### config.mk
export PLATFORM = sky130hd
export DESIGN_NAME = lfps_burst_tx
export DESIGN_NICKNAME = d
export VERILOG_FILES = /design/src/rtl/lfps_tx_pkg.sv /design/src/rtl/lfps_tx_datapath.sv /design/src/rtl/lfps_tx_ctrl.sv /design/src/rtl/lfps_burst_tx.sv
export SDC_FILE = /design/constraint.sdc
export NUM_CORES = 1
export LEC_CHECK = 0
export ABC_AREA = 1
export BUFFER_PORTS_ARGS = -buffer_cell sky130_fd_sc_hd__buf_2
export CAP_MARGIN = 15
export CORE_MARGIN = 5
export CORE_UTILIZATION = 36
export CTS_CLUSTER_SIZE = 25
export DETAILED_ROUTE_END_ITERATION = 7
export PLACE_DENSITY_LB_ADDON = 0.1
export SETUP_SLACK_MARGIN = 0.3
export SLEW_MARGIN = 10
export SYNTH_ARGS = -nofsm -noshare
export SYNTH_HDL_FRONTEND = slang
export SYNTH_SLANG_ARGS = --single-unit
### constraint.sdc
create_clock -name clk -period 5.7 [get_ports clk]
set_input_delay 1.14 -clock clk [delete_from_list [all_inputs] [get_ports clk]]
set_output_delay 1.14 -clock clk [all_outputs]
set_load 0.03 [all_outputs]
### src/rtl/lfps_tx_pkg.sv
package lfps_tx_pkg;

  typedef enum logic [1:0] {
    ST_IDLE  = 2'd0,
    ST_BURST = 2'd1,
    ST_GAP   = 2'd2
  } txState_e;

  // Strobes from control to datapath
  typedef struct packed {
    logic load;        // capture settings and open the first burst
    logic beginBurst;  // open a following burst
    logic beginGap;    // enter the idle gap
    logic finish;      // release the line
    logic runBurst;    // advance the square wave
    logic runGap;      // advance the gap timer
  } txStrobe_t;

  // Status from datapath to control
  typedef struct packed {
    logic halfEnd;     // last cycle of a half period
    logic lastHalf;    // current half period is the final one of the burst
    logic gapEmpty;    // programmed gap is zero
    logic gapEnd;      // last cycle of the gap
    logic lastBurst;   // current burst is the final one
  } txFlags_t;

endpackage

### src/rtl/lfps_tx_datapath.sv
module lfps_tx_datapath
  import lfps_tx_pkg::*;
#(
  parameter int HALF_CYCLES = 4,
  parameter int DUR_W       = 12,
  parameter int CNT_W       = 4
) (
  input  logic             clk,
  input  logic             rstN,
  input  txStrobe_t        strobe,
  input  logic [DUR_W-1:0] burstLen,
  input  logic [DUR_W-1:0] gapLen,
  input  logic [CNT_W-1:0] burstCount,
  output txFlags_t         flags,
  output logic             line
);

  localparam int HCW = (HALF_CYCLES > 1) ? $clog2(HALF_CYCLES) : 1;
  localparam int RW  = DUR_W + 1;

  logic [RW-1:0]    roundUp;
  logic [DUR_W-1:0] halvesM1In;
  logic [CNT_W-1:0] burstsM1In;

  logic [DUR_W-1:0] halvesReg;
  logic [DUR_W-1:0] gapReg;
  logic [DUR_W-1:0] halfsLeft;
  logic [DUR_W-1:0] gapCnt;
  logic [CNT_W-1:0] burstsLeft;
  logic             halfEndInt;

  // Number of half periods, rounded up, minimum one
  always_comb begin
    roundUp = ({1'b0, burstLen} + RW'(HALF_CYCLES - 1)) / RW'(HALF_CYCLES);
    if (roundUp == '0) halvesM1In = '0;
    else               halvesM1In = DUR_W'(roundUp - RW'(1));
    if (burstCount == '0) burstsM1In = '0;
    else                  burstsM1In = burstCount - CNT_W'(1);
  end

  // Half-period timer: a parameter picks a counter or a constant wrap
  generate
    if (HALF_CYCLES > 1) begin : g_halfCnt
      logic [HCW-1:0] halfCnt;
      always_ff @(posedge clk) begin
        if (!rstN) begin
          halfCnt <= '0;
        end else if (strobe.load || strobe.beginBurst) begin
          halfCnt <= '0;
        end else if (strobe.runBurst) begin
          if (halfEndInt) halfCnt <= '0;
          else            halfCnt <= halfCnt + HCW'(1);
        end
      end
      assign halfEndInt = (halfCnt == HCW'(HALF_CYCLES - 1));

      AST_HALF_BOUND: assert property (@(posedge clk) disable iff (!rstN)
        halfCnt <= HCW'(HALF_CYCLES - 1)) else $error("half counter overrun");
    end else begin : g_halfWire
      assign halfEndInt = 1'b1;
    end
  endgenerate

  always_ff @(posedge clk) begin
    if (!rstN) begin
      halvesReg  <= '0;
      gapReg     <= '0;
      halfsLeft  <= '0;
      gapCnt     <= '0;
      burstsLeft <= '0;
      line       <= 1'b0;
    end else if (strobe.load) begin
      halvesReg  <= halvesM1In;
      gapReg     <= gapLen;
      halfsLeft  <= halvesM1In;
      burstsLeft <= burstsM1In;
      line       <= 1'b1;
    end else if (strobe.beginBurst) begin
      halfsLeft  <= halvesReg;
      burstsLeft <= burstsLeft - CNT_W'(1);
      line       <= 1'b1;
    end else if (strobe.beginGap) begin
      gapCnt <= gapReg - DUR_W'(1);
      line   <= 1'b0;
    end else if (strobe.finish) begin
      line <= 1'b0;
    end else if (strobe.runBurst) begin
      if (halfEndInt) begin
        halfsLeft <= halfsLeft - DUR_W'(1);
        line      <= ~line;
      end
    end else if (strobe.runGap) begin
      gapCnt <= gapCnt - DUR_W'(1);
    end
  end

  always_comb begin
    flags.halfEnd   = halfEndInt;
    flags.lastHalf  = (halfsLeft == '0);
    flags.gapEmpty  = (gapReg == '0);
    flags.gapEnd    = (gapCnt == '0);
    flags.lastBurst = (burstsLeft == '0);
  end

  AST_GAP_LINE_LOW: assert property (@(posedge clk) disable iff (!rstN)
    strobe.runGap |-> !line) else $error("line not idle in gap");

  AST_NO_RUNT: assert property (@(posedge clk) disable iff (!rstN)
    (strobe.runBurst && !halfEndInt && !strobe.load && !strobe.beginBurst
     && !strobe.beginGap && !strobe.finish) |=> $stable(line))
    else $error("line moved inside a half period");

endmodule

### src/rtl/lfps_tx_ctrl.sv
module lfps_tx_ctrl
  import lfps_tx_pkg::*;
(
  input  logic      clk,
  input  logic      rstN,
  input  logic      startReq,
  input  txFlags_t  flags,
  output txStrobe_t strobe,
  output logic      oobEnable,
  output logic      busy,
  output logic      done
);

  txState_e state, stateNext;

  always_comb begin
    stateNext = state;
    strobe    = '0;
    unique case (state)
      ST_IDLE: begin
        if (startReq) begin
          strobe.load = 1'b1;
          stateNext   = ST_BURST;
        end
      end
      ST_BURST: begin
        strobe.runBurst = 1'b1;
        if (flags.halfEnd && flags.lastHalf) begin
          if (!flags.gapEmpty) begin
            strobe.beginGap = 1'b1;
            stateNext       = ST_GAP;
          end else if (flags.lastBurst) begin
            strobe.finish = 1'b1;
            stateNext     = ST_IDLE;
          end else begin
            strobe.beginBurst = 1'b1;
          end
        end
      end
      ST_GAP: begin
        strobe.runGap = 1'b1;
        if (flags.gapEnd) begin
          if (flags.lastBurst) begin
            strobe.finish = 1'b1;
            stateNext     = ST_IDLE;
          end else begin
            strobe.beginBurst = 1'b1;
            stateNext         = ST_BURST;
          end
        end
      end
      default: stateNext = ST_IDLE;
    endcase
  end

  always_ff @(posedge clk) begin
    if (!rstN) begin
      state <= ST_IDLE;
      done  <= 1'b0;
    end else begin
      state <= stateNext;
      done  <= strobe.finish;
    end
  end

  assign oobEnable = (state != ST_IDLE);
  assign busy      = (state != ST_IDLE);

  AST_START_TAKEN: assert property (@(posedge clk) disable iff (!rstN)
    (state == ST_IDLE && startReq) |=> (state == ST_BURST)) else $error("start lost");

  AST_BUSY_START_IGNORED: assert property (@(posedge clk) disable iff (!rstN)
    (state != ST_IDLE && startReq) |-> !strobe.load) else $error("start taken while busy");

  AST_STROBE_ONEHOT: assert property (@(posedge clk) disable iff (!rstN)
    $onehot0({strobe.load, strobe.beginBurst, strobe.beginGap, strobe.finish}))
    else $error("conflicting strobes");

endmodule

### src/rtl/lfps_burst_tx.sv
module lfps_burst_tx
  import lfps_tx_pkg::*;
#(
  parameter int HALF_CYCLES = 4,
  parameter int DUR_W       = 12,
  parameter int CNT_W       = 4
) (
  input  logic             clk,
  input  logic             rstN,
  input  logic             startReq,
  input  logic [DUR_W-1:0] burstLen,
  input  logic [DUR_W-1:0] gapLen,
  input  logic [CNT_W-1:0] burstCount,
  output logic             oobEnable,
  output logic             oobLine,
  output logic             busy,
  output logic             done
);

  txStrobe_t strobe;
  txFlags_t  flags;

  lfps_tx_ctrl i_ctrl (
    .clk       (clk),
    .rstN      (rstN),
    .startReq  (startReq),
    .flags     (flags),
    .strobe    (strobe),
    .oobEnable (oobEnable),
    .busy      (busy),
    .done      (done)
  );

  lfps_tx_datapath #(
    .HALF_CYCLES (HALF_CYCLES),
    .DUR_W       (DUR_W),
    .CNT_W       (CNT_W)
  ) i_datapath (
    .clk        (clk),
    .rstN       (rstN),
    .strobe     (strobe),
    .burstLen   (burstLen),
    .gapLen     (gapLen),
    .burstCount (burstCount),
    .flags      (flags),
    .line       (oobLine)
  );

  AST_LINE_IDLE_LOW: assert property (@(posedge clk) disable iff (!rstN)
    !oobEnable |-> !oobLine) else $error("line high while released");

  AST_DONE_ON_RELEASE: assert property (@(posedge clk) disable iff (!rstN)
    done |-> (!oobEnable && $past(oobEnable))) else $error("done without release");

  AST_RELEASE_GIVES_DONE: assert property (@(posedge clk) disable iff (!rstN)
    $fell(oobEnable) |-> done) else $error("release without done");

endmodule

==> run summary, run 1 <==
Final min period: 2630 ps
Gate power share: 27.1%
synth top area cells: dfxtp_1 29%, nand2_1 14%, nor2_1 8.8%
vias in the first global route: 3701
unrepaired setup endpoints after global routing: false
DRT antenna net count: 0
CTS Sinks: 58
Mapped Cells: 647
Antenna Cells: 0
initial antenna violation count: 0
Area Growth Syn to Fin: 11.2%
GP Congestion: 0.834
Critical Path AT: 2870 ps
worst reg2reg path startpoint: i_ctrl.state[1]
Skew-Pair Late Insertion Delay: 350 ps
Setup Fix Bufs, Post-CTS: 0
WHS Endpoint: i_datapath.halvesReg[11]
sequential share of power: 39.6%
internal power: 0.000763 W
share of post-route cells with drive strength above 1: 14.0%
Hold Path Depth: 2
WP buf/inv: 3
switching part of the total: 35.7%
r2r endpoint: i_datapath.gapCnt[8]
top-count cell post-synth: nand2_1
io pins: 35
hold_buf cts: 0
sequential area share after synthesis: 28.9%
worst setup path class: reg -> reg
required time worst endpoint: 5940 ps
Iteration-0 DRC Markers: 250
FFs w/ async S/R, synth: 0%
number of remaining DRC errors: 0
reg2reg path depth: 14
final hold violations: 0
CP endpoint kind: flip-flop
Mapped Nets: 689
CP Launch Type: flip-flop
Via density: 4.88
pin count of the biggest net entering global routing: 41
Final TNS setup: 0 ps
synthesized flop and latch total: 58
actual slew at the worst max-slew pin: 901 ps
fmax: 0.381 GHz
Initial DRT Pass Iterations: 5
P per Cell Area: 265 nW/µm²
via count: 4002
Static Leak: 2.25 nW
library cells used by synthesis: 39
hold path startpoint: i_datapath.halvesReg[11]
Final Cycle Share: 46.1%
gr usage total: 16.9%
Die W: 116 µm
Area after DPL: 4270 µm²
die area: 13400 µm²
YS warnings: 0
FF-to-FF setup slack: 3070 ps
gr ovfl total: 0
Max rail drop VDD: 0.116 mV
I/O Buffers: 34
max cap viols: 0
Slew headroom: 39.9%
# setup viols final: 0
Final Core Density: 41.0%
worst-path cell chain: inv_1 -> ha_1 -> inv_1 -> nor2_4 -> nand2_4 -> o21ai_2 -> ha_1 -> nand2_1 -> inv_2 -> nand3_1 -> nor2_1 -> nor2_1 -> nor2_1 -> nor2_1
Clock power frac: 33.3%
Worst-path clk slew: 70 ps
DP HPWL: 7990 µm
Yosys top cell area share: 28.9%
Syn Area/Cell: 6.21 µm²
most frequent CP cell: nor2_1
list of most frequent post-synthesis cells: 149 x nand2_1, 94 x nor2_1, 82 x inv_1, 58 x dfxtp_1, 52 x o21ai_0
Slew Viols, Final: 0
Routed WL: 10600 µm
synthesized area: 4020 µm²
CORE AREA: 10900 µm²
Worst Skew: 10.4 ps
CTS tree: built
Design Area, Final: 4470 µm²
final net count: 717
Post-synth top flop: dfxtp_1
Routed WL per cell: 12.9 µm
Worst path top cell family by delay: simple AND/OR/NAND/NOR gates
Hold Path Class: reg -> reg
Psw: 0.000423 W
number of synthesized flops with an enable pin: 0
status: finished, final reports clean
Initial Utilization: 36.9%
post-CTS sizing: 0
H-Tree Depth: 3
chip height: 116 µm
CP peak stage delay: 370 ps
leading area contributor after synthesis: dfxtp_1
Max Fanout on Critical Path: 13
clock buffer depth: 2
Worst path slowest cell: ha_1
Inserted Clock Buffers: 9
root buf cell: clkbuf_8
first-pass GRT wire length: 17900 µm
FP Rows: 38
-- per-stage QoR --
step | instances | setup slack, ps | hold slack, ps | total power [W]
3_3_place_gp | 804 | 2860 | 452 | 0.000795
2_1_floorplan | 647 | 3140 | 444 | 0.000720
4_1_cts | 820 | 3050 | 475 | 0.00120
3_5_place_dp | 804 | 2830 | 464 | 0.000798
6_report | 820 | 3070 | 472 | 0.00119
5_1_grt | 820 | 2770 | 487 | 0.00127
-- routing by layer --
metal	part of all wire, %	GRT usage, %	vias up
met3	5.2	3.34	10
li1	-	-	2112
met5	0	0	-
met2	42	25.9	96
met1	52	24.1	1784
met4	1.1	4.87	0
-- worst max-delay path by stage --
stage | start | endpoint | slack (ps) | depth (start not counted)
after floorplan | burstLen[1] | i_datapath.halfsLeft[0] | 3140 | 15
after global placement | rstN | i_datapath.burstsLeft[1] | 2860 | 5
after detailed placement | burstLen[1] | i_datapath.halfsLeft[0] | 2830 | 16
after CTS | i_ctrl.state[1] | i_datapath.gapCnt[10] | 3050 | 14
after global routing | i_ctrl.state[1] | i_datapath.gapCnt[8] | 2770 | 14
final | i_ctrl.state[1] | i_datapath.gapCnt[8] | 3070 | 14
-- placed cells by master, fill, tap and decap left out, types with 2 or more instances in the layout --
cell type   netlist  final
nand2_1         149    149
nor2_1           94     94
inv_1            82     82
dfxtp_1          58     58
o21ai_0          52     52
nand3_1          47     47
a21oi_1          42     42
buf_2             2     34
nand2_2          12     12
xor2_1           12     12
ha_1             11     11
nor2_2           10     10
clkbuf_8          0     10
nor3_1            8      8
nand4_1           6      6
inv_2             5      5
xnor2_1           5      5
o21ai_1           5      5
nand3_2           3      3
nand2_4           3      3
or2_2             3      3
o22ai_1           3      3
clkinvlp_4        0      3
nor2_4            2      2
inv_4             2      2
o211ai_1          2      2
o21bai_1          2      2
nand3b_1          2      2
-- state kept, by name, indices dropped and copies added (netlist names) --
signal and flops:
i_datapath.g_halfCnt.halfCnt 2, i_datapath.burstsLeft 4, i_ctrl.state 2, i_ctrl.done 1, i_datapath.gapCnt 12, i_datapath.halvesReg 12, i_datapath.gapReg 12, i_datapath.line 1
i_datapath.halfsLeft 12
-- tightest hold or removal path, stage by stage (launching register included) --
cell and delay (ps):
dfxtp_1 300, nand2_1 70, a21oi_1 60
-- power groups by stage --
stage          clock, W  combinational, W  sequential [W]
2_1_floorplan         0          0.000248        0.000472
3_3_place_gp          0          0.000316        0.000479
3_5_place_dp          0          0.000319        0.000479
4_1_cts        0.000407          0.000322        0.000470
5_1_grt        0.000425          0.000368        0.000475
6_report       0.000395          0.000321        0.000470
-- cells by family (layout without fill, tap and decap cells) --
logic type / Yosys count / count (layout) / share of synthesized area, %
simple gates: 343 / 343 / 38.5
compound gates: 110 / 110 / 14.3
buf+inv: 108 / 141 / 11.2
flops: 58 / 58 / 28.9
xor+xnor: 17 / 17 / 3.70
fa+ha+maj: 11 / 11 / 3.42
-- layout make-up --
cell class	count	area [µm²]
Clock inverter	6	66.3
Clock buffer	10	138
Tap cell	140	175
Fill cell	1162	6420
Inverter	90	343
Sequential cell	58	1160
Multi-Input combinational cell	481	2410
Timing Repair Buffer	35	178
Note: power is estimated with default switching activity, not from simulation.
==> run 2: changes to the inputs <==
- clock period: 5.7 -> 2.4 ns (I/O delays scaled with it)
==> run summary, run 2 (same netlist as run 1, synthesis figures left out) <==
FP Rows: 38
vias in the first global route: 3754
Max Fanout on Critical Path: 7
unrepaired setup endpoints after global routing: true
I/O Buffers: 34
Iteration-0 DRC Markers: 211
io pins: 35
DP HPWL: 8010 µm
gr usage total: 16.7%
Worst path slowest cell: dfxtp_2
CP endpoint kind: flip-flop
Tot Pwr: 0.00310 W
pin count of the biggest net entering global routing: 39
CORE AREA: 10900 µm²
commonest cells after routing, fill and taps aside: 133 x nand2_1, 77 x inv_1, 76 x nor2_1
H-Tree Depth: 3
Final min period: 2000 ps
required time worst endpoint: 2630 ps
Routed WL: 11000 µm
max cap viols: 0
CP peak stage delay: 360 ps
Antenna Cells: 0
CP Launch Type: flip-flop
Die W: 116 µm
switching part of the total: 33.2%
final net count: 743
# setup viols final: 0
Worst Skew: 8.08 ps
status: finished, final reports clean
clock buffer depth: 2
Skew-Pair Late Insertion Delay: 330 ps
Gate power share: 28.1%
final hold violations: 0
Psw: 0.00103 W
GP Congestion: 0.850
Routed WL per cell: 13.0 µm
chip height: 116 µm
Hold Path Class: in -> reg
Worst-path clk slew: 70 ps
sequential share of power: 36.1%
Area Growth Syn to Fin: 23.8%
actual slew at the worst max-slew pin: 445 ps
DRT antenna net count: 0
internal power: 0.00207 W
Initial Utilization: 36.9%
Final Cycle Share: 83.5%
CTS Sinks: 58
Via density: 4.80
Static Leak: 2.43 nW
Inserted Clock Buffers: 9
first-pass GRT wire length: 18000 µm
Max rail drop VDD: 0.356 mV
worst setup path class: reg -> reg
initial antenna violation count: 0
via count: 4058
share of post-route cells with drive strength above 1: 25.1%
root buf cell: clkbuf_8
gr ovfl total: 0
CTS tree: built
Initial DRT Pass Iterations: 4
most frequent CP cell: nor2_1
Clock power frac: 35.8%
fill count: 1172
die area: 13400 µm²
Critical Path AT: 2240 ps
hold_buf cts: 0
P per Cell Area: 624 nW/µm²
most common cell after layout, fill and taps aside: nand2_1
fmax: 0.499 GHz
number of remaining DRC errors: 0
Final TNS setup: 0 ps
Slew Viols, Final: 0
worst-path cell chain: nor2_1 -> nand3_2 -> nor2_4 -> nor2_4 -> nand2_4 -> nand2_2 -> o21ai_4 -> ha_4 -> nand2_2 -> inv_2 -> nand3_1 -> nor2_1 -> nor2_1 -> nor2_1 -> nor2_1
Slew headroom: 70.3%
run 2: power groups by stage:
stage,Sequential (W),Clock (W),Combinational [W]
after global placement,0.00113,0,0.000769
after detailed placement,0.00113,0,0.000773
after CTS,0.00111,0.00114,0.000785
final,0.00112,0.00111,0.000871
after global routing,0.00113,0.00118,0.000990
after floorplan,0.00112,0,0.000589
run 2: through the flow:
| step | instances | hold slack, ps | setup slack, ps | util, % | cell area, µm² |
|---|---|---|---|---|---|
| 3_3_place_gp | 814 | 454 | 99.7 | 39.9 | 4340 |
| 5_1_grt | 846 | 393 | 244 | 45.7 | 4980 |
| 6_report | 846 | 391 | 396 | 45.7 | 4980 |
| 4_1_cts | 831 | 376 | 303 | 42.5 | 4630 |
| 3_5_place_dp | 814 | 464 | 68.3 | 39.9 | 4340 |
| 2_1_floorplan | 647 | 444 | 360 | - | 4020 |
run 2: metal layers:
metal  vias to the layer above  part of all wire [%]  wire [µm]  track usage [%]
met2                        84                    45       4970             26.3
met4                         0                  0.62         68             3.71
met3                         4                   5.0        554             3.19
met1                      1809                    49       5380             23.8
li1                       2161                     -          -                -
met5                         -                     0          0                0
run 2: final timing paths:
path,start,end,cells after the start,slack [ps]
hold / removal,gapLen[5],i_datapath.gapReg[5],3,390
hold reg to reg,i_datapath.halvesReg[9],i_datapath.halvesReg[9],2,470
setup / recovery,i_datapath.gapReg[0],i_datapath.gapCnt[8],15,400
setup reg to reg,i_datapath.gapReg[0],i_datapath.gapCnt[8],15,400
run 2: area by class of cell:
class	instances	area [µm²]	area share, %
Clock inverter	7	118	2.36
Timing Repair Buffer	60	369	7.41
Inverter	90	362	7.26
Sequential cell	58	1170	23.5
Multi-Input combinational cell	482	2660	53.4
Tap cell	140	175	3.52
Clock buffer	9	124	2.49
run 2: critical path, delay by kind of cell (launching register included):
family | cells | cell delay [ps]
buf+inv | 1 | 80
fa+ha+maj | 1 | 160
compound gates | 1 | 90
flops | 1 | 360
simple gates | 12 | 1210
run 2: what timing repair did:
item	4_1_cts	5_1_grt
buffers inserted	1	14
endpoints found under the setup margin	20	34
pin swaps	4	30
resized for setup	8	76
cloned	0	1
